==> config.mk <==
export PLATFORM = sky130hd
export DESIGN_NAME = tm_gate_ctrl
export DESIGN_NICKNAME = d
export VERILOG_FILES = /design/src/rtl/tm_gate_pkg.sv /design/src/rtl/tm_sync.sv /design/src/rtl/tm_zcd_arm.sv /design/src/rtl/tm_trip_qual.sv /design/src/rtl/tm_restart_tmr.sv /design/src/rtl/tm_gate_ctrl.sv
export SDC_FILE = /design/constraint.sdc
export NUM_CORES = 1
export LEC_CHECK = 0
export BUFFER_PORTS_ARGS = -buffer_cell sky130_fd_sc_hd__buf_2
export CORE_MARGIN = 1
export CORE_UTILIZATION = 43
export DETAILED_ROUTE_END_ITERATION = 8
export PLACE_DENSITY = 0.61
export SLEW_MARGIN = 0
export SYNTH_ARGS = -nofsm -noshare
export SYNTH_HDL_FRONTEND = slang
export SYNTH_SLANG_ARGS = --single-unit
==> constraint.sdc <==
create_clock -name clk -period 2 [get_ports clk]
set_input_delay 0.4 -clock clk [delete_from_list [all_inputs] [get_ports clk]]
set_output_delay 0.4 -clock clk [all_outputs]
set_load 0.03 [all_outputs]
==> src/rtl/tm_gate_pkg.sv <==
`timescale 1ns/1ps
package tm_gate_pkg;

   // Requests presented to the gate state register in one cycle.
   typedef struct packed {
      logic zcd_set;
      logic tmr_set;
      logic trip_clr;
      logic inh_clr;
   } gate_req_t;

   // Clear requests take priority over set requests.
   function automatic logic gate_next(input gate_req_t r, input logic cur);
      logic clr_any;
      logic set_any;
      clr_any = r.trip_clr | r.inh_clr;
      set_any = r.zcd_set  | r.tmr_set;
      if (clr_any)      return 1'b0;
      else if (set_any) return 1'b1;
      else              return cur;
   endfunction

   function automatic int unsigned cnt_width(input int unsigned limit);
      return (limit < 2) ? 1 : $clog2(limit);
   endfunction

endpackage

==> src/rtl/tm_sync.sv <==
`timescale 1ns/1ps
module tm_sync #(
   parameter int unsigned STAGES = 2
) (
   input  logic clk,
   input  logic rst_n,
   input  logic d,
   output logic q
);
   generate
      if (STAGES == 0) begin : g_bypass
         assign q = d;
      end else begin : g_chain
         logic [STAGES-1:0] sr;
         for (genvar k = 0; k < STAGES; k++) begin : g_stage
            if (k == 0) begin : g_first
               always_ff @(posedge clk or negedge rst_n) begin
                  if (!rst_n) sr[0] <= 1'b0;
                  else        sr[0] <= d;
               end
            end else begin : g_next
               always_ff @(posedge clk or negedge rst_n) begin
                  if (!rst_n) sr[k] <= 1'b0;
                  else        sr[k] <= sr[k-1];
               end
            end
         end
         assign q = sr[STAGES-1];
      end
   endgenerate
endmodule

==> src/rtl/tm_zcd_arm.sv <==
`timescale 1ns/1ps
module tm_zcd_arm (
   input  logic clk,
   input  logic rst_n,
   input  logic zcd_s,
   input  logic gate_q,
   input  logic inhibit_i,
   output logic set_o
);
   logic armed;

   // Arm only on a high level seen while the switch is off and not inhibited.
   always_ff @(posedge clk or negedge rst_n) begin
      if (!rst_n)                  armed <= 1'b0;
      else if (gate_q || inhibit_i) armed <= 1'b0;
      else if (zcd_s)              armed <= 1'b1;
   end

   assign set_o = armed & ~zcd_s & ~gate_q;
endmodule

==> src/rtl/tm_trip_qual.sv <==
`timescale 1ns/1ps
module tm_trip_qual #(
   parameter int unsigned FILT_CYCLES  = 3,
   parameter int unsigned BLANK_CYCLES = 16
) (
   input  logic clk,
   input  logic rst_n,
   input  logic trip_s,
   input  logic gate_q,
   output logic trip_o,
   output logic blank_o
);
   import tm_gate_pkg::*;

   logic trip_ok;

   // Persistence filter: trip must be seen on FILT_CYCLES consecutive clocks.
   generate
      if (FILT_CYCLES <= 1) begin : g_nofilt
         assign trip_ok = trip_s;
      end else begin : g_filt
         localparam int unsigned FW = cnt_width(FILT_CYCLES);
         localparam logic [FW-1:0] RUN_TOP = FW'(FILT_CYCLES - 1);
         logic [FW-1:0] run;
         always_ff @(posedge clk or negedge rst_n) begin
            if (!rst_n)            run <= '0;
            else if (!trip_s)      run <= '0;
            else if (run != RUN_TOP) run <= run + 1'b1;
         end
         assign trip_ok = trip_s & (run == RUN_TOP);
      end
   endgenerate

   // Leading-edge blanking at the start of every on-time.
   generate
      if (BLANK_CYCLES == 0) begin : g_noblank
         assign blank_o = 1'b0;
      end else begin : g_blank
         localparam int unsigned BW = cnt_width(BLANK_CYCLES + 1);
         logic [BW-1:0] bcnt;
         always_ff @(posedge clk or negedge rst_n) begin
            if (!rst_n)          bcnt <= BW'(BLANK_CYCLES);
            else if (!gate_q)    bcnt <= BW'(BLANK_CYCLES);
            else if (bcnt != '0) bcnt <= bcnt - 1'b1;
         end
         assign blank_o = gate_q & (bcnt != '0);
      end
   endgenerate

   assign trip_o = trip_ok & ~blank_o;
endmodule

==> src/rtl/tm_restart_tmr.sv <==
`timescale 1ns/1ps
module tm_restart_tmr #(
   parameter int unsigned RESTART_CYCLES = 40000
) (
   input  logic clk,
   input  logic rst_n,
   input  logic gate_q,
   output logic expire_o
);
   import tm_gate_pkg::*;

   localparam int unsigned CW = cnt_width(RESTART_CYCLES);
   localparam logic [CW-1:0] CNT_TOP = CW'(RESTART_CYCLES - 1);

   logic [CW-1:0] cnt;

   // Held at zero during the on-time, counts off-time, saturates at the limit.
   always_ff @(posedge clk or negedge rst_n) begin
      if (!rst_n)              cnt <= '0;
      else if (gate_q)         cnt <= '0;
      else if (cnt != CNT_TOP) cnt <= cnt + 1'b1;
   end

   assign expire_o = ~gate_q & (cnt == CNT_TOP);
endmodule

==> src/rtl/tm_gate_ctrl.sv <==
`timescale 1ns/1ps
module tm_gate_ctrl #(
   parameter int unsigned SYNC_STAGES        = 2,
   parameter int unsigned TRIP_FILT_CYCLES   = 3,
   parameter int unsigned BLANK_CYCLES       = 16,
   parameter int unsigned RESTART_CYCLES     = 40000,
   parameter int unsigned MIN_RESTART_CYCLES = 20000
) (
   input  logic clk,
   input  logic rst_n,
   input  logic zcd_i,
   input  logic trip_i,
   input  logic inhibit_i,
   output logic gate_o
);
   import tm_gate_pkg::*;

   generate
      if (MIN_RESTART_CYCLES < 2) begin : g_bad_min
         $error("MIN_RESTART_CYCLES must be at least 2");
      end
      if (RESTART_CYCLES < MIN_RESTART_CYCLES) begin : g_bad_restart
         $error("RESTART_CYCLES below MIN_RESTART_CYCLES");
      end
      if (SYNC_STAGES > 4) begin : g_bad_sync
         $error("SYNC_STAGES above 4");
      end
   endgenerate

   logic zcd_s;
   logic trip_s;
   logic gate_q;
   logic set_zcd;
   logic expire;
   logic trip_qual;
   logic blank_act;
   logic set_any;
   gate_req_t req;

   tm_sync #(.STAGES(SYNC_STAGES)) u_sync_zcd (
      .clk(clk), .rst_n(rst_n), .d(zcd_i), .q(zcd_s)
   );

   tm_sync #(.STAGES(SYNC_STAGES)) u_sync_trip (
      .clk(clk), .rst_n(rst_n), .d(trip_i), .q(trip_s)
   );

   tm_zcd_arm u_arm (
      .clk(clk), .rst_n(rst_n), .zcd_s(zcd_s), .gate_q(gate_q),
      .inhibit_i(inhibit_i), .set_o(set_zcd)
   );

   tm_trip_qual #(
      .FILT_CYCLES(TRIP_FILT_CYCLES), .BLANK_CYCLES(BLANK_CYCLES)
   ) u_trip (
      .clk(clk), .rst_n(rst_n), .trip_s(trip_s), .gate_q(gate_q),
      .trip_o(trip_qual), .blank_o(blank_act)
   );

   tm_restart_tmr #(.RESTART_CYCLES(RESTART_CYCLES)) u_tmr (
      .clk(clk), .rst_n(rst_n), .gate_q(gate_q), .expire_o(expire)
   );

   always_comb begin
      req.zcd_set  = set_zcd;
      req.tmr_set  = expire;
      req.trip_clr = trip_qual;
      req.inh_clr  = inhibit_i;
   end

   assign set_any = req.zcd_set | req.tmr_set;

   always_ff @(posedge clk or negedge rst_n) begin
      if (!rst_n) gate_q <= 1'b0;
      else        gate_q <= gate_next(req, gate_q);
   end

   assign gate_o = gate_q;
endmodule

Word-level counts from Yosys, hierarchy flattened

Index checks and enable logic that the tools add are counted.

Add/sub/neg operators: 3
$mul: 0
Div/mod/pow operators: 0
Order comparisons: 0
Eq/ne operators: 6
Shifts and indexed selects: 0
Muxes and demuxes: 10
Bitwise operators: 11
Reduce and logical (&&, ||, !) cells: 5

Operators with widths:

| operator                | count |
|---|---|
| $mux W16                | 2 |
| $add A16 B1 Y16 const B | 1 |
| $eq A16 B16 Y1 const B  | 1 |
| $ne A16 B16 Y1 const B  | 1 |
| $mux W5                 | 2 |
| $and A1 B1 Y1           | 6 |
| $reduce_bool A2 Y1      | 3 |
| $reduce_bool A5 Y1      | 1 |
| $sub A5 B1 Y5 const B   | 1 |
| $mux W1                 | 4 |
| $mux W2                 | 2 |
| $ne A2 B1 Y1 const B    | 2 |
| $not A1 Y1              | 3 |
| $add A2 B1 Y2 const B   | 1 |
| $eq A2 B2 Y1 const B    | 1 |
| $ne A2 B2 Y1 const B    | 1 |
| $or A1 B1 Y1            | 2 |
| $logic_or A1 B1 Y1      | 1 |

Register bits after elaboration: 29
Bits in latches: 0
RAM bits: 0
ROM bits: 0
Input port bits: 5
Memories: 0

Logic depth before layout (Yosys ltp)

Gate-level depths: netlist of the first run.

Depth after elaboration: 6
Mapped depth: 6
Mapped depth without buffers: 6

Hierarchy

From an unflattened synthesis of the first run, not the netlist that was laid out.

Cell total of the unflattened synthesis: 139
Area, all modules: 1443.9 um^2

By module, submodules not included:

| module         | instances | cells each | area each (um^2) | seq. area each (um^2) |
|---|---|---|---|---|
| tm_restart_tmr | 1         | 89         | 857.1            | 400.4 |
| tm_trip_qual   | 1         | 39         | 400.4            | 176.4 |
| tm_sync        | 2         | 2          | 50.0             | 50.0 |
| tm_zcd_arm     | 1         | 4          | 51.3             | 25.0 |
| tm_gate_ctrl   | 1         | 3          | 35.0             | 25.0 |

Worst setup path before layout of the first run

No wires, ideal clock.

Path type: reg2reg
From: register u_tmr.cnt[14]
To: register gate_q (netlist: gate_o)
Setup time: 0.099 ns
Arrival: 1.686 ns
Data required time: 1.901 ns
Setup slack: 0.215 ns
Cell stages (with the launch flop): 5
Path buffers: 0
Period minus slack after synthesis: 1.785 ns
Cell sequence: dfrtp_1 > or4b_4 > nor4_4 > nor3_1 > a311oi_1

Cells in the longest elaborated chain, start to end: 4

RTL lines:

| what                                | RTL line             | source |
|---|---|---|
| from (decl)                         | tm_restart_tmr.sv:15 | `logic [CW-1:0] cnt;` |
| from (signal assigned)              | tm_restart_tmr.sv:21 | `else if (cnt != CNT_TOP) cnt <= cnt + 1'b1;` |
| $eq A16 B16 Y1                      | tm_restart_tmr.sv:24 | `assign expire_o = ~gate_q & (cnt == CNT_TOP);` |
| $and A1 B1 Y1                       | tm_restart_tmr.sv:24 |  |
| $or A1 B1 Y1                        | tm_gate_pkg.sv:17    | `set_any = r.zcd_set \| r.tmr_set;` |
| $reduce_bool A2 Y1 (no source line) | -                    |  |
| to (signal assigned)                | tm_gate_ctrl.sv:75   | `else gate_q <= gate_next(req, gate_q);` |
| to (decl)                           | tm_gate_ctrl.sv:32   | `logic gate_q;` |

Every way passes these cells.
A chain may end at the register's enable or synchronous reset.

Worst setup path after layout of the first run

Ends and elaborated chain as after synthesis.

==> run metrics, run 1 <==
peak supply drop 0.639 mV; crit path time final 1860 ps; max_cap viols 0; startpoint types flop; Crit path max-delay family simple AND/OR/NAND/NOR gates; top-area cell type share of the netlist area 51.5%; setup_tns 0 ps; first-pass GRT wire length 3990 µm; crit share post-route 93.2%; antenna-violating nets left 0; Max transition margin 54.4%; fraction of registers with async set/reset 100%; synth unique cells 30; vias in the first global route 927; CTS tree yes; drt initial violations 26; Pre-Repair DR Iteration Count 4; average cell area after synthesis 10.1 µm²; setup violators final 0; Seq/Total Area, Yosys 53.4%; Top FF cell, synth dfrtp_1; WL per Instance 12.0 µm; die extent in x 58.2 µm; Max H-tree Level 2; Final #Nets 153; LEAKAGE 0.636 nW; CTS sink count 29; Num CTS Buffers 5; largest family of logic cells by synthesized area simple AND/OR/NAND/NOR gates; IO Port Bufs 5; Post-Synth XOR/XNOR Area 5.15%; Area Growth Syn to Fin 10.2%; grt total ovfl 0; share of cells above drive strength 1 13.7%; dpl cell area 1440 µm²; crit-path max FO 9; # hold bufs at CTS 0; register bit count reported by yosys 29; top post-synthesis cells by count dfrtp_1 (28), nor2_1 (12), nand2_1 (9), a21oi_1 (8), or3_1 (8); largest net degree at the start of global routing 30; # DRC 0; crit-path cells or4b_4 > nor4_4 > buf_4 > nor3_1 > a311oi_1; CTS root buf clkbuf_4; outcome complete, no violations; Largest stage delay, worst path 550 ps; final hold vios 0; Worst Max-Slew Pin Slew 674 ps; placer congestion estimate 0.748; Max Buffers Root-to-Sink 2; Detailed Route WL 2270 µm; most numerous cell in the Yosys netlist dfrtp_1; Post-Layout Inst Area 1500 µm²; Compound-Gate Fraction of Synth Area 7.82%; Core Region 3030 µm²; Max Clk Rate 0.537 GHz; DIE AREA 3390 µm²; EDFF count, synth 0; Worst Clk Skew 2.42 ps; Post-CTS Setup Inserts 0; YS warnings 0; drt via density 5.13; RSZ-0062 raised after global routing false; initial antenna violation count 0; via count 975; Fillers 301; pwr dens 902 nW/µm²; leading cell types by total area after synthesis dfrtp_1 (52%), xnor2_1 (3.9%), or3_1 (3.7%), nor2_1 (3.3%), a21oi_1 (2.9%); Mapped Area 1360 µm²; DP HPWL 1590 µm; Starting Density 44.9%; Die Ht 58.2 µm; Post-Synth Adder-Cell Area 2.76%; Crit. End Element flop; WP buf/inv 1; Top Ports 6; post-cts sizing count 0; Hold WC Path Type input pin to asynchronous set/reset pin; Post-Synth Simple-Gate Area 26.8%; Skew-Pair Late Insertion Delay 330 ps; Worst Setup Path Type flop to flop; area taken by multi-input logic gates 599 µm²; Syn Nets 142; Final Max Slew Viols 0; Ant. Diodes 0; post-synthesis mux area share 1.56%; worst path required time 2230 ps; Cells after Synth 134; clock-pin slew on the worst setup and hold paths 90 ps; num rows 20; GR Util All Layers 16.4%; slowest stage cell, crit path or4b_4; WP data arrival 2100 ps; area leader, netlist dfrtp_1; Reg area 727 µm²
==> report_power, final <==
part | internal [mW] | total (mW) | switching, mW
registers | 0.669 | 0.757 | 0.0879
clock network | 0.132 | 0.340 | 0.208
logic | 0.120 | 0.255 | 0.136
==> metal layers <==
layer / global-route usage [%] / up-vias / wire length, µm
li1: - / 496 / -
met1: 18.7 / 460 / 1080
met2: 26.6 / 11 / 1050
met3: 5.36 / 8 / 76
met4: 10.2 / 0 / 67
met5: 0 / - / 0
==> sequential cells by signal, indices dropped and copies added, names as in the netlist <==
name,count
gate_o,1
u_arm.armed,1
u_sync_trip.g_chain.sr,1
u_sync_trip.q,1
u_sync_zcd.g_chain.sr,1
u_sync_zcd.q,1
u_tmr.cnt,16
u_trip.g_blank.bcnt,5
u_trip.g_filt.run,2
==> worst register-to-register path, cell delays in order, from the launching register on <==
cell and delay [ps]:
dfrtp_1 410, or4b_4 550, nor4_4 270, buf_4 200
nor3_1 70, a311oi_1 270
==> worst paths after layout <==
kind	slack (ps)	startpoint	to	cells past startpoint
worst max-delay path	140	u_tmr.cnt[14]	gate_o	5
worst min register to register	360	u_sync_zcd.g_chain.sr[0]	u_sync_zcd.q	0
worst max register to register	140	u_tmr.cnt[14]	gate_o	5
max in group asynchronous	1520	rst_n	u_trip.g_blank.bcnt[0]	1
worst min-delay path	80	rst_n	u_tmr.cnt[0]	1
min in group clk	170	zcd_i	u_sync_zcd.g_chain.sr[0]	1
==> kinds of logic (layout without fill, tap and decap cells) <==
family / Yosys count / in the layout
flip-flops: 29 / 29
multiplexers: 2 / 2
buffers and inverters: 9 / 21
AND/OR/NAND/NOR: 64 / 64
adder cells (fa/ha/maj): 3 / 3
AO/OA/AOI/OAI: 19 / 19
XOR/XNOR: 8 / 8
==> layout by cell type (no fill, tap or decap), types with 3 or more instances in the layout <==
cell | synthesis | final
nand4_1 | 6 | 6
dfrtp_1 | 28 | 28
or3_1 | 8 | 8
a21oi_1 | 8 | 8
buf_2 | 0 | 5
nor2_1 | 12 | 12
and2_1 | 4 | 4
inv_1 | 6 | 6
clkbuf_4 | 0 | 5
nor3_1 | 5 | 5
nand3_1 | 4 | 4
nand2_1 | 9 | 9
xnor2_1 | 6 | 6
nand2b_1 | 4 | 4
ha_1 | 3 | 3
o21ai_0 | 7 | 7
nor2b_1 | 4 | 4
==> per-stage QoR <==
stage	setup WS, ps	hold WS [ps]	total power, mW	util (%)	std cells
after floorplan	215	104	0.946	-	134
after global placement	218	340	1.01	47.7	182
after detailed placement	150	339	1.02	47.7	182
after CTS	128	89.4	1.37	49.5	190
after global routing	14.9	114	1.44	49.5	190
final	137	75.5	1.35	49.5	190
==> area by class of cell <==
cell class,count,share of cell area (%)
clock buffer,5,2.50
inverter,6,1.50
tap,44,3.67
timing repair buffer,7,2.67
sequential,29,48.5
clock inverter,3,1.17
multi-input combinational,96,40.0
Power figures use the tool's default switching activity.
==> inputs of run 2 (changes only) <==
--- a/config.mk
+++ b/config.mk
@@ -13,4 +13,5 @@
 export SLEW_MARGIN = 0
 export SYNTH_ARGS = -nofsm -noshare
 export SYNTH_HDL_FRONTEND = slang
+export SYNTH_HIERARCHICAL = 1
 export SYNTH_SLANG_ARGS = --single-unit
==> run 2 against run 1 <==
Critical endpoint is now gate_o. Largest cell class unchanged. Global-route usage grew 1.1 points. Cell count grew 2.6%. Critical path depth decreased by 3. Maximum frequency rose by 3.3%.
==> run metrics, run 2 <==
Max H-tree Level 2 (unchanged); Final Max Slew Viols 0 (unchanged); Post-CTS Setup Inserts 0 (unchanged); Final #Nets 158 (+3.3%); hold slack final 69.8 ps (-5.72 ps); IO Port Bufs 5 (unchanged); crit-path max FO 27 (+18); CTS sink count 29 (unchanged); Syn Nets 146 (+2.8%); # hold bufs at CTS 0 (unchanged); Area Growth Syn to Fin 10.1%; YS warnings 6 (+6); Pre-Repair DR Iteration Count 4 (unchanged); fin util 51.1% (+1.6 points); max_cap viols 0 (unchanged); Top Ports 6 (unchanged); DIE AREA 3580 µm² (+5.7%); Detailed Route WL 2570 µm (+13%); WL per Instance 13.2 µm (+10%); max reg flops 16 (unchanged); Ant. Diodes 0 (unchanged); grt total ovfl 0 (unchanged); Worst Max-Slew Pin Slew 644 ps (-29.8 ps); pwr dens 901 nW/µm² (-0.18%); setup violators final 0 (unchanged); initial antenna violation count 0 (unchanged); Skew-Pair Late Insertion Delay 340 ps (about the same); Hold WC Path Type input pin to asynchronous set/reset pin; Worst Setup Path Type flop to output pin; Fillers 324 (+7.6%); commonest non-fill, non-tap cell in the layout dfrtp_1; Core Region 3100 µm² (+2.5%); placer congestion estimate 0.819 (+9.6%); largest net degree at the start of global routing 30 (unchanged); Cells after Synth 138 (+3.0%); Max Buffers Root-to-Sink 2 (unchanged); post-cts sizing count 0 (unchanged); first-pass GRT wire length 4480 µm (+12%); Worst Clk Skew 15.1 ps (+12.7 ps); startpoint types flop; r2r worst-path depth 5 (unchanged); most frequent cells in the layout dfrtp_1 (28), nor3_1 (10), nor2_1 (10), xnor2_1 (10); DP HPWL 1710 µm (+7.3%); setup_tns 0 ps (unchanged); WP data arrival 1400 ps (-700 ps); # DRC 0 (unchanged); share of cells above drive strength 1 17.2% (+3.5 points); CTS root buf clkbuf_4; Die Ht 59.9 µm (+2.8%); vias in the first global route 1007 (+8.6%); Max transition margin 57.0% (+2.6 points); top flop regs u_tmr/cnt x16, u_trip/g_blank.bcnt x5, u_trip/g_filt.run x2; Mapped Area 1440 µm² (+5.9%); FF-to-FF Start u_tmr/cnt[0]; Num CTS Buffers 5 (unchanged); RSZ-0062 raised after global routing false; worst path required time 1600 ps (-630 ps); clock-pin slew on the worst setup and hold paths 110 ps (+20 ps); final hold vios 0 (unchanged); GR Util All Layers 17.5% (+1.1 points); num rows 20 (unchanged); antenna-violating nets left 0 (unchanged); Crit. End Element output pin; outcome complete, no violations; Starting Density 46.4% (+1.5 points); crit share post-route 90.2% (-3.0 points); LEAKAGE 0.660 nW (+3.6%); average cell area after synthesis 10.4 µm² (+2.8%); die extent in x 59.9 µm (+2.8%); Max Clk Rate 0.555 GHz (+3.3%); CTS tree yes; peak supply drop 0.467 mV (-27%); Largest Register u_tmr/cnt; drt initial violations 31 (+19%); total design power 1.43 mW (+5.6%); via count 1024 (+5.0%); drt via density 5.25 (+2.3%); worst setup path start gate_o; crit path time final 1800 ps (-60.1 ps)
run 2: through the flow:
stage / cell area, µm² / std cells / setup WS, ps
6_report: 1590 / 195 / 197
2_1_floorplan: 1440 / 138 / 134
4_1_cts: 1590 / 195 / 163
3_3_place_gp: 1530 / 187 / 368
5_1_grt: 1590 / 195 / 111
3_5_place_dp: 1530 / 187 / 281
run 2: worst max-delay path, cell delays in order, from the launching register on:
cell     delay, ps
dfrtp_1        470
buf_4          330
buf_2          250
run 2: report_power, final:
part           internal [mW]  switching (mW)  leakage, nW
Sequential             0.674          0.0896        0.379
Clock                  0.132           0.222       0.0310
Combinational          0.166           0.144        0.249
run 2: cell type report:
type / instances / area (µm²) / area share (%)
well taps: 44 / 55.1 / 3.47
inverters: 8 / 30.0 / 1.89
multi-input cells: 98 / 671 / 42.3
flip-flops and latches: 29 / 727 / 45.9
repair buffers: 8 / 47.5 / 3.00
clock inverters: 3 / 17.5 / 1.10
clock buffers: 5 / 37.5 / 2.37
run 2: worst paths after layout:
check	to	slack [ps]
max reg2reg	u_tmr/cnt[0]	280
min	u_trip/g_blank.bcnt[3]	70
min reg2reg	u_sync_trip/q	360
max in group asynchronous	u_sync_trip/g_chain.sr[0]	1500
max	gate_o	200
min in group clk	u_sync_trip/g_chain.sr[0]	170
run 2: layer usage:
layer,GRT usage (%),vias up,wire [µm]
li1,-,513,-
met1,21.4,491,1260
met2,27.8,13,1170
met3,5.84,7,93
met4,7.97,0,49
met5,0,-,0
==> inputs of run 3 (changes only) <==
--- a/config.mk
+++ b/config.mk
@@ -10,7 +10,7 @@
 export CORE_UTILIZATION = 43
 export DETAILED_ROUTE_END_ITERATION = 8
 export PLACE_DENSITY = 0.61
-export SLEW_MARGIN = 0
+export RECOVER_POWER = 50
 export SYNTH_ARGS = -nofsm -noshare
 export SYNTH_HDL_FRONTEND = slang
 export SYNTH_HIERARCHICAL = 1
==> run 3 against run 2 <==
The flow now finishes with violations (max-capacitance violations, max-slew violations). Combinational power hardly changed. Routed wire length hardly changed. Largest power group unchanged. First-iteration DRC count did not move. Critical path depth did not move. Via count unchanged. Register-to-register slack about the same.
==> run metrics, run 3 (synthesis results as in run 2) <==
outcome finished with violations; failing checks max-capacitance violations, max-slew violations; # hold bufs at CTS 0 (unchanged); area taken by multi-input logic gates 671 µm² (unchanged); flop2flop setup slack 280 ps (about the same); worst path required time 1600 ps (about the same); Starting Density 46.4% (unchanged); largest net degree at the start of global routing 30 (unchanged); DP HPWL 1710 µm (unchanged); setup_tns 0 ps (unchanged); top flop regs u_tmr/cnt x16, u_trip/g_blank.bcnt x5, u_trip/g_filt.run x2; Max H-tree Level 2 (unchanged); placer congestion estimate 0.819 (unchanged); r2r worst-path depth 5 (unchanged); post-cts sizing count 0 (unchanged); GR Util All Layers 17.5% (unchanged); Max transition margin -2.62% (-60 points); initial antenna violation count 0 (unchanged); Hold WC Path Type input pin to flop; pwr dens 901 nW/µm² (about the same); worst hold stages 1; crit share post-route 90.2% (unchanged); Max Buffers Root-to-Sink 2 (unchanged); met1 Track Usage GR 21.4% (unchanged); fin util 51.0% (about the same); drt via density 5.25 (unchanged); commonest non-fill, non-tap cell in the layout dfrtp_1; Final #Nets 158 (unchanged); WL per Instance 13.2 µm (about the same); Sequential Power Share 53.5% (about the same); Area Growth Syn to Fin 9.99% (about the same); Max Clk Rate 0.555 GHz (unchanged); max_cap viols 1 (+1); CTS sink count 29 (unchanged); Top Ports 6 (unchanged); vias in the first global route 1007 (unchanged); Core Region 3100 µm² (unchanged); startpoint types flop; Largest Register u_tmr/cnt; DIE AREA 3580 µm² (unchanged); crit path time final 1800 ps (unchanged); grt total ovfl 0 (unchanged); most frequent cells in the layout dfrtp_1 (28), nor3_1 (10), nor2_1 (10), xnor2_1 (10); Skew-Pair Late Insertion Delay 340 ps (about the same); dpl cell area 1530 µm² (unchanged); num rows 20 (unchanged); Crit. End Element output pin; IO Port Bufs 5 (unchanged); Reg area 727 µm² (unchanged); # DRC 0 (unchanged); Worst Setup Path Type flop to output pin; peak supply drop 0.467 mV (unchanged); antenna-violating nets left 0 (unchanged); GRT met2 Usage 27.8% (unchanged); CTS tree yes; Clock Power Share 24.8% (about the same); Post-CTS Setup Inserts 0 (unchanged); P_sw 0.456 mW (about the same); LEAKAGE 0.657 nW (-0.42%); WP data arrival 1400 ps (about the same); Comb pwr share 21.7% (about the same); RSZ-0062 raised after global routing false; final hold vios 0 (unchanged); startpoint of the worst hold path trip_i; Int Pwr 0.972 mW (about the same); Final Max Slew Viols 30 (+30); Num CTS Buffers 5 (unchanged); Worst Clk Skew 15.1 ps (unchanged); die extent in x 59.9 µm (unchanged); Detailed Route WL 2570 µm (about the same); max reg flops 16 (unchanged); share of cells above drive strength 1 16.6% (-0.66 points); Hold EP u_sync_trip/g_chain.sr[0]; setup violators final 0 (unchanged); Post-Layout Inst Area 1580 µm² (about the same); first-pass GRT wire length 4480 µm (unchanged); Pre-Repair DR Iteration Count 4 (unchanged); Worst R2R End u_tmr/cnt[0]; CTS root buf clkbuf_4; Fillers 325 (+0.31%); Sw Share 31.9% (about the same); Ant. Diodes 0 (unchanged); clock-pin slew on the worst setup and hold paths 110 ps (about the same); via count 1024 (unchanged); crit-path max FO 27 (unchanged); GR Layer Usage met3 5.84% (unchanged); GRT busiest layer met2; FF-to-FF Start u_tmr/cnt[0]; Die Ht 59.9 µm (unchanged); drt initial violations 31 (unchanged); Worst Max-Slew Pin Slew 1540 ps (+895 ps)
## run 3: power by group through the flow
stage | clock (mW) | sequential [mW] | combinational, mW
final | 0.354 | 0.764 | 0.310
after floorplan | 0 | 0.761 | 0.243
after detailed placement | 0 | 0.775 | 0.315
after global routing | 0.386 | 0.778 | 0.354
after CTS | 0.365 | 0.765 | 0.317
after global placement | 0 | 0.769 | 0.300
## run 3: worst max-delay path: stages, from the launching register on
cell and delay [ps]:
dfrtp_1 470, buf_4 330, buf_2 250
## run 3: through the flow
step           std cells  hold WS (ps)  power, mW  worst slack, ps
6_report             195           168       1.43              197
5_1_grt              195           148       1.52              111
4_1_cts              195          85.2       1.45              163
3_5_place_dp         187           339       1.09              281
3_3_place_gp         187           337       1.07              368
2_1_floorplan        138           104       1.00              134
## run 3: routing by layer
layer	vias to the layer above	routed length [µm]
met3	7	92
met5	-	0
met4	0	49
li1	513	-
met1	491	1260
met2	13	1170
## run 3: how the worst max path moves through the flow
stage,startpoint,to,cells after the start
2_1_floorplan,gate_o,u_tmr/cnt[0],5
3_3_place_gp,u_tmr/cnt[0],u_tmr/cnt[0],5
3_5_place_dp,u_tmr/cnt[0],u_tmr/cnt[0],5
4_1_cts,gate_o,gate_o,2
5_1_grt,gate_o,gate_o,2
6_report,gate_o,gate_o,2
## run 3: layout make-up
class                      count  share of cell area [%]
sequential                    29                    45.9
inverter                       8                    1.90
multi-input combinational     98                    42.3
timing repair buffer           8                    2.92
clock inverter                 3                    1.11
clock buffer                   5                    2.37
tap                           44                    3.48
